File: config.mk
export PLATFORM = sky130hd
export DESIGN_NAME = wide_write_collector
export DESIGN_NICKNAME = d
export VERILOG_FILES = /design/src/rtl/wwc_pkg.sv /design/src/rtl/wwc_decode.sv /design/src/rtl/wwc_collector.sv /design/src/rtl/wwc_outreg.sv /design/src/rtl/wide_write_collector.sv
export SDC_FILE = /design/constraint.sdc
export NUM_CORES = 1
export LEC_CHECK = 0
export ABC_AREA = 1
export CAP_MARGIN = 20
export CORE_ASPECT_RATIO = 0.7
export CORE_MARGIN = 1.5
export CORE_UTILIZATION = 54
export CTS_CLUSTER_SIZE = 40
export DETAILED_ROUTE_END_ITERATION = 10
export HOLD_SLACK_MARGIN = 0.1
export PLACE_DENSITY = 0.79
export SYNTH_ARGS = -nofsm -noshare
export SYNTH_HDL_FRONTEND = slang
export SYNTH_HIERARCHICAL = 1
export SYNTH_SLANG_ARGS = --single-unit
File: constraint.sdc
create_clock -name clk -period 5.83 [get_ports clk]
set_input_delay 0.8745 -clock clk [delete_from_list [all_inputs] [get_ports clk]]
set_output_delay 0.8745 -clock clk [all_outputs]
set_load 0.01 [all_outputs]
File: src/rtl/wwc_pkg.sv
package wwc_pkg;
  localparam int DW    = 32;
  localparam int LANES = 4;
  localparam int WIDE_W = DW * LANES;

  typedef enum logic [1:0] {
    KIND_REG128 = 2'd0,
    KIND_SRAM64 = 2'd1,
    KIND_DESC   = 2'd2,
    KIND_NARROW = 2'd3
  } wkind_e;
endpackage

File: src/rtl/wwc_decode.sv
module wwc_decode
  import wwc_pkg::*;
#(
  parameter int ADDR_W              = 24,
  parameter int PAGE_SHIFT          = 13,
  parameter int unsigned MEM_BASE   = 32'h0080_0000,
  parameter int unsigned RXD_OFF    = 32'h830,
  parameter int unsigned TXD_OFF    = 32'hA10,
  parameter int unsigned DIRECT_OFF = 32'h400,
  parameter int unsigned TIMER_OFF  = 32'h420
) (
  input  logic [ADDR_W-1:0] addr,
  output wkind_e            kind,
  output logic [1:0]        lane,
  output logic              is_top,
  output logic              is_timer0
);
  localparam int PAGE_W = ADDR_W - PAGE_SHIFT;
  localparam int NDESC  = 2;
  localparam logic [PAGE_SHIFT-1:0] DESC_L [NDESC] =
    '{PAGE_SHIFT'(RXD_OFF), PAGE_SHIFT'(TXD_OFF)};
  localparam logic [PAGE_SHIFT-1:0] DIRECT_L = PAGE_SHIFT'(DIRECT_OFF);
  localparam logic [PAGE_SHIFT-1:0] TIMER_L  = PAGE_SHIFT'(TIMER_OFF);
  localparam logic [ADDR_W-1:0]     MEM_L    = ADDR_W'(MEM_BASE);

  logic [PAGE_SHIFT-1:0] off;
  logic [PAGE_W-1:0]     page;
  logic [NDESC-1:0]      desc_hit;
  logic                  in_mem, is_direct, is_timer, unused_low;

  assign off        = addr[PAGE_SHIFT-1:0];
  assign page       = addr[ADDR_W-1:PAGE_SHIFT];
  assign in_mem     = (addr >= MEM_L);
  assign unused_low = ^addr[1:0];

  for (genvar g = 0; g < NDESC; g++) begin : g_desc
    assign desc_hit[g] = (off[PAGE_SHIFT-1:4] == DESC_L[g][PAGE_SHIFT-1:4]);
  end

  assign is_direct = (off[PAGE_SHIFT-1:2] == DIRECT_L[PAGE_SHIFT-1:2]);
  assign is_timer  = (off[PAGE_SHIFT-1:2] == TIMER_L[PAGE_SHIFT-1:2]);

  always_comb begin
    if (in_mem)                     kind = KIND_SRAM64;
    else if (|desc_hit)             kind = KIND_DESC;
    else if (is_direct || is_timer) kind = KIND_NARROW;
    else                            kind = KIND_REG128;
  end

  assign lane      = in_mem ? {1'b0, addr[2]} : addr[3:2];
  assign is_top    = !in_mem && (|desc_hit) && (addr[3:2] == 2'd3);
  assign is_timer0 = !in_mem && is_timer && (page == '0);
endmodule

File: src/rtl/wwc_collector.sv
module wwc_collector
  import wwc_pkg::*;
#(
  parameter int ADDR_W = 24
) (
  input  logic              clk,
  input  logic              rst,
  input  logic              wr_en,
  input  logic [ADDR_W-4:0] wtag,
  input  logic [DW-1:0]     wdata,
  input  wkind_e            kind,
  input  logic [1:0]        lane,
  input  logic              is_top,
  input  logic              is_timer0,
  output logic              commit,
  output logic [ADDR_W-1:0] commit_addr,
  output logic [WIDE_W-1:0] commit_data,
  output wkind_e            commit_kind
);
  localparam int TAG_W = ADDR_W - 3;

  logic [LANES-1:0] valid_q, valid_n;
  logic [TAG_W-1:0] tag_q, tag_n;
  wkind_e           kind_q, kind_n;
  logic [DW-1:0]    data_q [LANES];
  logic [DW-1:0]    merged [LANES];

  logic             busy, hit, same128, same64, load, full;
  logic [LANES-1:0] bitm, mask_w;
  logic [ADDR_W-1:0] a128, a64;

  assign busy    = (valid_q != '0);
  assign same128 = busy && (kind_q == kind) && (tag_q[TAG_W-1:1] == wtag[TAG_W-1:1]);
  assign same64  = busy && (kind_q == KIND_SRAM64) && (tag_q == wtag);
  assign hit     = (kind == KIND_SRAM64) ? same64 : same128;
  assign bitm    = LANES'(1) << lane;
  assign a128    = {wtag[TAG_W-1:1], 4'b0000};
  assign a64     = {wtag, 3'b000};

  for (genvar g = 0; g < LANES; g++) begin : g_merge
    assign merged[g] = (lane == g[1:0]) ? wdata : data_q[g];
  end

  always_comb begin
    valid_n     = valid_q;
    tag_n       = tag_q;
    kind_n      = kind_q;
    load        = 1'b0;
    commit      = 1'b0;
    commit_data = '0;
    commit_addr = '0;
    commit_kind = kind;
    mask_w      = (hit ? valid_q : '0) | bitm;
    full        = (kind == KIND_SRAM64) ? (&mask_w[1:0]) : (&mask_w);
    if (wr_en) begin
      unique case (kind)
        KIND_NARROW: begin
          if (is_timer0) valid_n = '0;
        end
        KIND_DESC: begin
          if (is_top) begin
            commit      = 1'b1;
            commit_addr = a128;
            for (int i = 0; i < LANES - 1; i++)
              commit_data[i*DW +: DW] = (hit && valid_q[i]) ? data_q[i] : '0;
            commit_data[(LANES-1)*DW +: DW] = wdata;
            valid_n = '0;
          end else if (!busy || hit) begin
            load    = 1'b1;
            valid_n = mask_w;
            tag_n   = wtag;
            kind_n  = kind;
          end
        end
        default: begin
          if (full) begin
            commit  = 1'b1;
            valid_n = '0;
            if (kind == KIND_SRAM64) begin
              commit_addr       = a64;
              commit_data[63:0] = {merged[1], merged[0]};
            end else begin
              commit_addr = a128;
              for (int i = 0; i < LANES; i++)
                commit_data[i*DW +: DW] = merged[i];
            end
          end else begin
            load    = 1'b1;
            valid_n = mask_w;
            tag_n   = wtag;
            kind_n  = kind;
          end
        end
      endcase
    end
  end

  always_ff @(posedge clk) begin
    if (rst) begin
      valid_q <= '0;
      tag_q   <= '0;
      kind_q  <= KIND_REG128;
    end else begin
      valid_q <= valid_n;
      tag_q   <= tag_n;
      kind_q  <= kind_n;
    end
  end

  for (genvar g = 0; g < LANES; g++) begin : g_lane
    always_ff @(posedge clk) begin
      if (load && (lane == g[1:0])) data_q[g] <= wdata;
    end
  end

  // reset empties the collector
  a_r1_reset_empty: assert property (@(posedge clk) rst |=> (valid_q == '0));

  // page-0 timer write empties the collector
  a_r9_timer_clears: assert property (@(posedge clk) disable iff (rst)
    (wr_en && is_timer0) |=> (valid_q == '0));

  // a discarded descriptor dword leaves the collector untouched
  a_r7_discard_keeps: assert property (@(posedge clk) disable iff (rst)
    (wr_en && kind == KIND_DESC && !is_top && busy && !hit)
      |=> ($stable(valid_q) && $stable(tag_q)));

  // collector is empty after a commit
  a_r10_empty_after_commit: assert property (@(posedge clk) disable iff (rst)
    commit |=> (valid_q == '0));
endmodule

File: src/rtl/wwc_outreg.sv
module wwc_outreg
  import wwc_pkg::*;
#(
  parameter int ADDR_W = 24
) (
  input  logic              clk,
  input  logic              rst,
  input  logic              commit,
  input  logic [ADDR_W-1:0] commit_addr,
  input  logic [WIDE_W-1:0] commit_data,
  input  wkind_e            commit_kind,
  input  logic              direct_en,
  input  logic [ADDR_W-1:0] direct_addr,
  input  logic [DW-1:0]     direct_data,
  output logic              wide_we,
  output logic [ADDR_W-1:0] wide_addr,
  output logic [WIDE_W-1:0] wide_data,
  output logic [1:0]        wide_kind,
  output logic              narrow_we,
  output logic [ADDR_W-1:0] narrow_addr,
  output logic [DW-1:0]     narrow_data
);
  always_ff @(posedge clk) begin
    if (rst) begin
      wide_we   <= 1'b0;
      narrow_we <= 1'b0;
    end else begin
      wide_we   <= commit;
      narrow_we <= direct_en;
    end
  end

  always_ff @(posedge clk) begin
    if (rst) begin
      wide_addr <= '0;
      wide_data <= '0;
      wide_kind <= '0;
    end else if (commit) begin
      wide_addr <= commit_addr;
      wide_data <= commit_data;
      wide_kind <= commit_kind;
    end
  end

  always_ff @(posedge clk) begin
    if (rst) begin
      narrow_addr <= '0;
      narrow_data <= '0;
    end else if (direct_en) begin
      narrow_addr <= direct_addr;
      narrow_data <= direct_data;
    end
  end
endmodule

File: src/rtl/wide_write_collector.sv
module wide_write_collector
  import wwc_pkg::*;
#(
  parameter int ADDR_W              = 24,
  parameter int PAGE_SHIFT          = 13,
  parameter int unsigned MEM_BASE   = 32'h0080_0000,
  parameter int unsigned RXD_OFF    = 32'h830,
  parameter int unsigned TXD_OFF    = 32'hA10,
  parameter int unsigned DIRECT_OFF = 32'h400,
  parameter int unsigned TIMER_OFF  = 32'h420
) (
  input  logic               clk,
  input  logic               rst,
  input  logic               host_wr_en,
  input  logic [ADDR_W-1:0]  host_addr,
  input  logic [31:0]        host_wdata,
  output logic               wide_we,
  output logic [ADDR_W-1:0]  wide_addr,
  output logic [127:0]       wide_data,
  output logic [1:0]         wide_kind,
  output logic               narrow_we,
  output logic [ADDR_W-1:0]  narrow_addr,
  output logic [31:0]        narrow_data
);
  wkind_e              dec_kind, c_kind;
  logic [1:0]          dec_lane;
  logic                dec_top, dec_timer0, c_commit;
  logic [ADDR_W-1:0]   c_addr;
  logic [WIDE_W-1:0]   c_data;

  wwc_decode #(
    .ADDR_W(ADDR_W), .PAGE_SHIFT(PAGE_SHIFT), .MEM_BASE(MEM_BASE),
    .RXD_OFF(RXD_OFF), .TXD_OFF(TXD_OFF),
    .DIRECT_OFF(DIRECT_OFF), .TIMER_OFF(TIMER_OFF)
  ) u_decode (
    .addr(host_addr), .kind(dec_kind), .lane(dec_lane),
    .is_top(dec_top), .is_timer0(dec_timer0)
  );

  wwc_collector #(.ADDR_W(ADDR_W)) u_coll (
    .clk(clk), .rst(rst), .wr_en(host_wr_en),
    .wtag(host_addr[ADDR_W-1:3]), .wdata(host_wdata),
    .kind(dec_kind), .lane(dec_lane), .is_top(dec_top), .is_timer0(dec_timer0),
    .commit(c_commit), .commit_addr(c_addr), .commit_data(c_data),
    .commit_kind(c_kind)
  );

  wwc_outreg #(.ADDR_W(ADDR_W)) u_out (
    .clk(clk), .rst(rst),
    .commit(c_commit), .commit_addr(c_addr), .commit_data(c_data),
    .commit_kind(c_kind),
    .direct_en(host_wr_en && dec_kind == KIND_NARROW),
    .direct_addr(host_addr), .direct_data(host_wdata),
    .wide_we(wide_we), .wide_addr(wide_addr), .wide_data(wide_data),
    .wide_kind(wide_kind), .narrow_we(narrow_we),
    .narrow_addr(narrow_addr), .narrow_data(narrow_data)
  );

  // direct registers pass through one cycle later without a wide write
  a_r8_direct_pass: assert property (@(posedge clk) disable iff (rst)
    (host_wr_en && dec_kind == KIND_NARROW)
      |=> (narrow_we && !wide_we && narrow_addr == $past(host_addr)));

  // a descriptor top dword always commits
  a_r6_desc_top_commits: assert property (@(posedge clk) disable iff (rst)
    (host_wr_en && dec_kind == KIND_DESC && dec_top)
      |=> (wide_we && wide_kind == 2'd2));

  // memory-word commits carry zero upper half
  a_r5_mem_upper_zero: assert property (@(posedge clk) disable iff (rst)
    (wide_we && wide_kind == 2'd1) |-> (wide_data[127:64] == '0));

  // 128-bit commits are 16-byte aligned
  a_r2_aligned: assert property (@(posedge clk) disable iff (rst)
    (wide_we && wide_kind != 2'd1) |-> (wide_addr[3:0] == 4'h0));
endmodule

Word level (Yosys, flattened, before mapping):

Memories as Yosys holds them, arrays and structs flattened.
Cells that the tools add are included.

* bits in registers: 239
* RAM bits: 128
* input port bits: 59
* output and inout port bits: 212
* logic and storage cells: 129
* memories: 1

Memory list
* u_coll.data_q: words 4, width 32, rd ports 4, clocked after memory_dff 0, wr ports 1, line wwc_collector.sv:25 `logic [DW-1:0] data_q [LANES];`

* order comparisons: 1
* eq/ne operators: 20
* shifts and indexed selects: 1
* mux-type cells: 63
* bitwise gates (word level): 2
* reduce and logical (&&, ||, !) cells: 31

Operator list (number)
* $mux W128: 3
* $mux W32: 10
* $pmux W128 S2: 1
* $reduce_or A32 Y1: 3
* $mux W24: 3
* $mux W64: 1
* $mux W21: 3
* $pmux W24 S2: 1
* $pmux W21 S2: 1
* $ge A24 B24 Y1 const B: 1
* $mux W4: 6
* $eq A11 B9 Y1 const B: 2
* $eq A21 B21 Y1: 1
* $eq A20 B20 Y1: 1
* $mux W1: 20
* $mux W2: 10
* $eq A9 B8 Y1 const B: 2
* $logic_and A1 B1 Y1: 16
* $logic_not A11 Y1: 1
* $eq A2 B2 Y1 const B: 5
* $pmux W4 S2: 1
* $eq A2 B1 Y1 const B: 3
* $ne A2 B2 Y1 const B: 3
* $reduce_and A5 Y1: 1
* 16 further kinds: 19

Longest topological paths before layout:

* depth in word-level cells: 23
* depth in mapped cells: 28

Modules after synthesis:

Netlist, hierarchy kept.

Modules (own cells, without submodules)
* wwc_outreg: instances 1, cells each 1337, area an instance 8575.7 um^2, seq. area each 4244.1 um^2
* wwc_collector: instances 1, cells each 798, area an instance 7881.3 um^2, seq. area each 4384.2 um^2
* wwc_decode: instances 1, cells each 37, area an instance 171.4 um^2, seq. area each 0.0 um^2
* wide_write_collector: instances 1, cells each 3, area an instance 13.8 um^2, seq. area each 0.0 um^2

Worst setup path after synthesis:

OpenSTA, ideal clock, no wires.

* kind: in2reg
* from: in host_addr[7]
* to: mem u_coll.data_q[0][0] (enable)
* library setup time: 0.421 ns
* arrival time: 3.964 ns
* slack: 1.445 ns
* stages: 19
* path buffers: 1
* cell sequence: nor2_2 > nand2_1 > nand2_1 > nand3_1 > a21oi_2 > nor2_1 > nand2_1 > o21ai_1 > nor2_1 > nand2_1 > nor2_2 > and2_1 > nor2_1 > nand2_1 > nand2_1 > clkinv_1 > nand2_2 > buf_2 > nor2_1

* cells in the longest elaborated chain, start to end: 23
* elaborated cells between the ends (all ways): 61

RTL lines
* from (decl): line wide_write_collector.sv:15 `input logic [ADDR_W-1:0] host_addr,`
* parallel branches: the longest is 4 deep, another holds $ge A24 B24 Y1
* $mux W2 *: line wwc_decode.sv:44 `if (in_mem) kind = KIND_SRAM64;`
* named net dec_kind[1]: line wide_write_collector.sv:25 `wkind_e dec_kind, c_kind;`
* $eq A2 B2 Y1: line wwc_collector.sv:33 `assign same128 = busy && (kind_q == kind) && (tag_q[TAG_W-1:1] == wtag[TAG_W-1:1]);`
* $logic_and A1 B1 Y1 (2 in series): line wwc_collector.sv:33
* $mux W1: line wwc_collector.sv:35 `assign hit = (kind == KIND_SRAM64) ? same64 : same128;`
* $mux W4: line wwc_collector.sv:53 `mask_w = (hit ? valid_q : '0) | bitm;`
* $or A4 B4 Y4: line wwc_collector.sv:53
* (+2 left out)
* $mux W1: line wwc_collector.sv:76 `if (full) begin`
* $pmux W1 S2 *: line wwc_collector.sv:56 `unique case (kind)`
* $mux W1 *: line wwc_collector.sv:55 `if (wr_en) begin`
* $logic_and A1 B1 Y1: line wwc_collector.sv:112 `if (load && (lane == g[1:0])) data_q[g] <= wdata;`
* $mux W1: line wwc_collector.sv:112
* $mux W1 (implied by the code): line wwc_collector.sv:112
* $reduce_or A32 Y1 (no source line)
* $mux W2 (no source line) / $mux W1 (equally long branches) (3 in series)
* to (decl): line wwc_collector.sv:25

Mark *: on every way through the listed nets, which the timed path passes.

Worst setup path after layout:

* from: in host_addr[7]
* to: mem u_coll.data_q[2][30] (enable)

The elaborated chain is that of the path after synthesis.

==> metrics.txt <==
skew final=approximately 0.038 ns; Root Buffer=clkbuf_16; Seq/Total Area, Yosys=about half; final instance area=20900 um^2; number of global-route vias before repair=~13k; Yosys top cell by area=dfxtp_1; WS Path Type=in -> reg; antenna violations before repair=3; DP HPWL=32200 um; Final Critical Period=between 4 and 5 ns; worst endpoint data arrival time=4.83 ns; PwrDens=~290 nW/um^2; hold slack final=roughly 0.47 ns; Hold Vio Cnt, Final=0; Post-DRT Antenna Nets=0; Worst setup EP type=register; Starting DRT DRC Count=about 1.8k; clock buffer depth=3; dpl cells=2751; DR vias=14.5k; port buffer count=270; routability-driven placement congestion ratio=0.897; post-synthesis cell area=roughly 17000 um^2; post-synthesis cell type count=36; multi-input logic area=approximately 6300 um^2; Post-synth top cells=nor2_1 (569), nand2_1 (508), inv_1 (283); Slowest cell on crit path=nor2_4; Synth Instances=about 2.2k; Final Max Tran Viols=0; area grow syn2layout=25.3%; Clock Latency Late Sink=between 0.5 and 0.6 ns; share of Yosys cell area claimed by the top area cell type=between 20 and 30%; Setup TNS Final=0 ns; Avg Cell Area, Syn=roughly 7.7 um^2; depth of the CTS H-tree=2; status=completed; RSZ-0062 raised after global routing=false; total gr overflow=0; row count=53; clk sinks=between 300 and 400; Worst-path clk slew=~0.06 ns; number of synthesized flops with an enable pin=around 130; Finish-stage setup viols=0; Setup Fix Bufs, Post-CTS=0; Finished Layout Cells=2823; # fillers=roughly 2.5k; first-pass GRT wire length=74900 um; Max Fanout on Critical Path=32; TritonCTS buffer count=38; routed length per instance=around 17 um; Post-synth ARST share=0%; ranking of synthesized cells by area=dfxtp_1 (29%), edfxtp_1 (23%), nor2_1 (13%); Register Area=~8600 um^2; largest net degree at the start of global routing=124; post-layout util=approximately 69%; worst vdd ir=around 0.19 mV; die area=between 30000 and 40000 um^2; die width=around 210 um; dpl ws=a little over 0.7 ns; post-cts sizing count=0; TritonRoute pass-1 iters=5; yosys warns=6; GR Util All Layers=a little under a third; dominant cell by count in the synthesized netlist=nor2_1; fraction of layout cells with a size suffix above 1=6.35%; synthesized flop and latch total=367; Critical Path Source Type=input pin; post-route clock period utilization=between 80% and 90%; P_leak=8.30 nW; worst-path cell chain=clkdlybuf4s50_1, nor2_2, nand2_1, nand2_1, nand3_1, a21oi_2, nor2_1, nand2_1, o21ai_1, nor2_1, nand2_1, nor2_2, and2_1, nor2_1, nand2_1, nand2_1, clkinv_1, nand2_2, nor2_4; initial core utilization=between 50 and 60%; max cap viols=0; Worst Max-Slew Pin Slew=between 1 and 1.5 ns; Core ar.=just over 30000 um^2; Die Ht=150 um; Nets=approximately 2.4k; DRC=0; DP Area=~20000 um^2; WL final=between 40000 and 50000 um; Critical Path Max Stage Delay=roughly 0.94 ns; I/O pin cnt=between 200 and 300; worst setup margin=approximately 1.2 ns; hold crit path type=reg -> reg; n_diodes=0; Required @ worst endpoint=between 5 and 6 ns; Tot Pwr=5.98 mW; Main synth FF type=dfxtp_1; Rel. slew slack=25.7%; drt via density=slightly above 5; most frequent CP cell=nand2_1; CTS tree=done; cts hold-fix bufs=0; Fmax=about 210 MHz
==> cell type report <==
cell class	instances	area share, %
well taps	412	2.47
multi-input cells	1396	30.4
clock buffers	45	4.88
clock inverters	25	1.60
repair buffers	290	14.1
inverters	288	5.24
flip-flops and latches	367	41.4
==> worst max-delay path: cells and delay by family <==
kind	cells	cell delay (ns)
AO/OA/AOI/OAI	2	0.49
buffers and inverters	2	0.59
AND/OR/NAND/NOR	15	2.84
==> cell families (layout without fill, tap and decap cells) <==
group / count (synthesis) / after routing / synth area share (%)
AO/OA/AOI/OAI: 101 / 101 / 3.92
XOR/XNOR: 7 / 7 / 0.368
buffers and inverters: 414 / 648 / 10.5
flip-flops: 367 / 367 / 51.8
multiplexers: 64 / 64 / 3.85
other: 1 / 3 / 0.0225
AND/OR/NAND/NOR: 1221 / 1221 / 29.5
==> report_power, final <==
group	total [mW]	internal (mW)	switching (mW)
Sequential	2.79	2.74	0.0434
Clock	2.62	1.57	1.05
Combinational	0.568	0.216	0.351
Total	5.98	4.53	1.44
==> layout by cell type, fill, tap and decap left out, types with 7 or more instances in the layout <==
| master | synthesis | final |
|---|---|---|
| a22oi_1 | 32 | 32 |
| buf_4 | 18 | 14 |
| bufinv_16 | 0 | 7 |
| clkbuf_16 | 0 | 39 |
| clkdlybuf4s50_1 | 0 | 270 |
| dfxtp_1 | 239 | 239 |
| edfxtp_1 | 128 | 128 |
| inv_1 | 283 | 281 |
| mux2i_1 | 64 | 64 |
| nand2_1 | 508 | 506 |
| nand3_1 | 11 | 10 |
| nor2_1 | 569 | 564 |
| nor2_2 | 22 | 25 |
| nor3_1 | 73 | 72 |
| nor3_2 | 10 | 11 |
| o2111ai_1 | 14 | 14 |
| o21ai_0 | 45 | 45 |
| or2_2 | 14 | 14 |
| xnor2_1 | 7 | 7 |
==> layer usage <==
metal	share of wire [%]	wire length, um	vias up	GRT usage (%)
li1	-	-	7061	-
met1	44	21300	6697	44.3
met2	43	21000	694	44.0
met3	11	5310	88	7.74
met4	2.6	1260	0	10.2
met5	0	0	-	0
==> registers in the layout, indices dropped and copies added, names as in the netlist <==
signal,flops
u_coll/data_q,128
u_out/wide_data,128
u_out/narrow_data,32
u_out/narrow_addr,24
u_out/wide_addr,24
u_coll/tag_q,21
u_coll/valid_q,4
u_coll/kind_q,2
u_out/wide_kind,2
u_out/narrow_we,1
u_out/wide_we,1
==> worst paths after layout <==
kind	from	to	slack [ns]	cells past startpoint
hold / removal	u_out/wide_addr[10]	u_out/wide_addr[10]	0.47	2
setup reg to reg	u_coll/kind_q[1]	u_coll/data_q[2][30]	2.54	15
hold reg to reg	u_out/wide_addr[10]	u_out/wide_addr[10]	0.47	2
setup / recovery	host_addr[7]	u_coll/data_q[2][30]	1.16	19
Power figures use the tool's default switching activity.
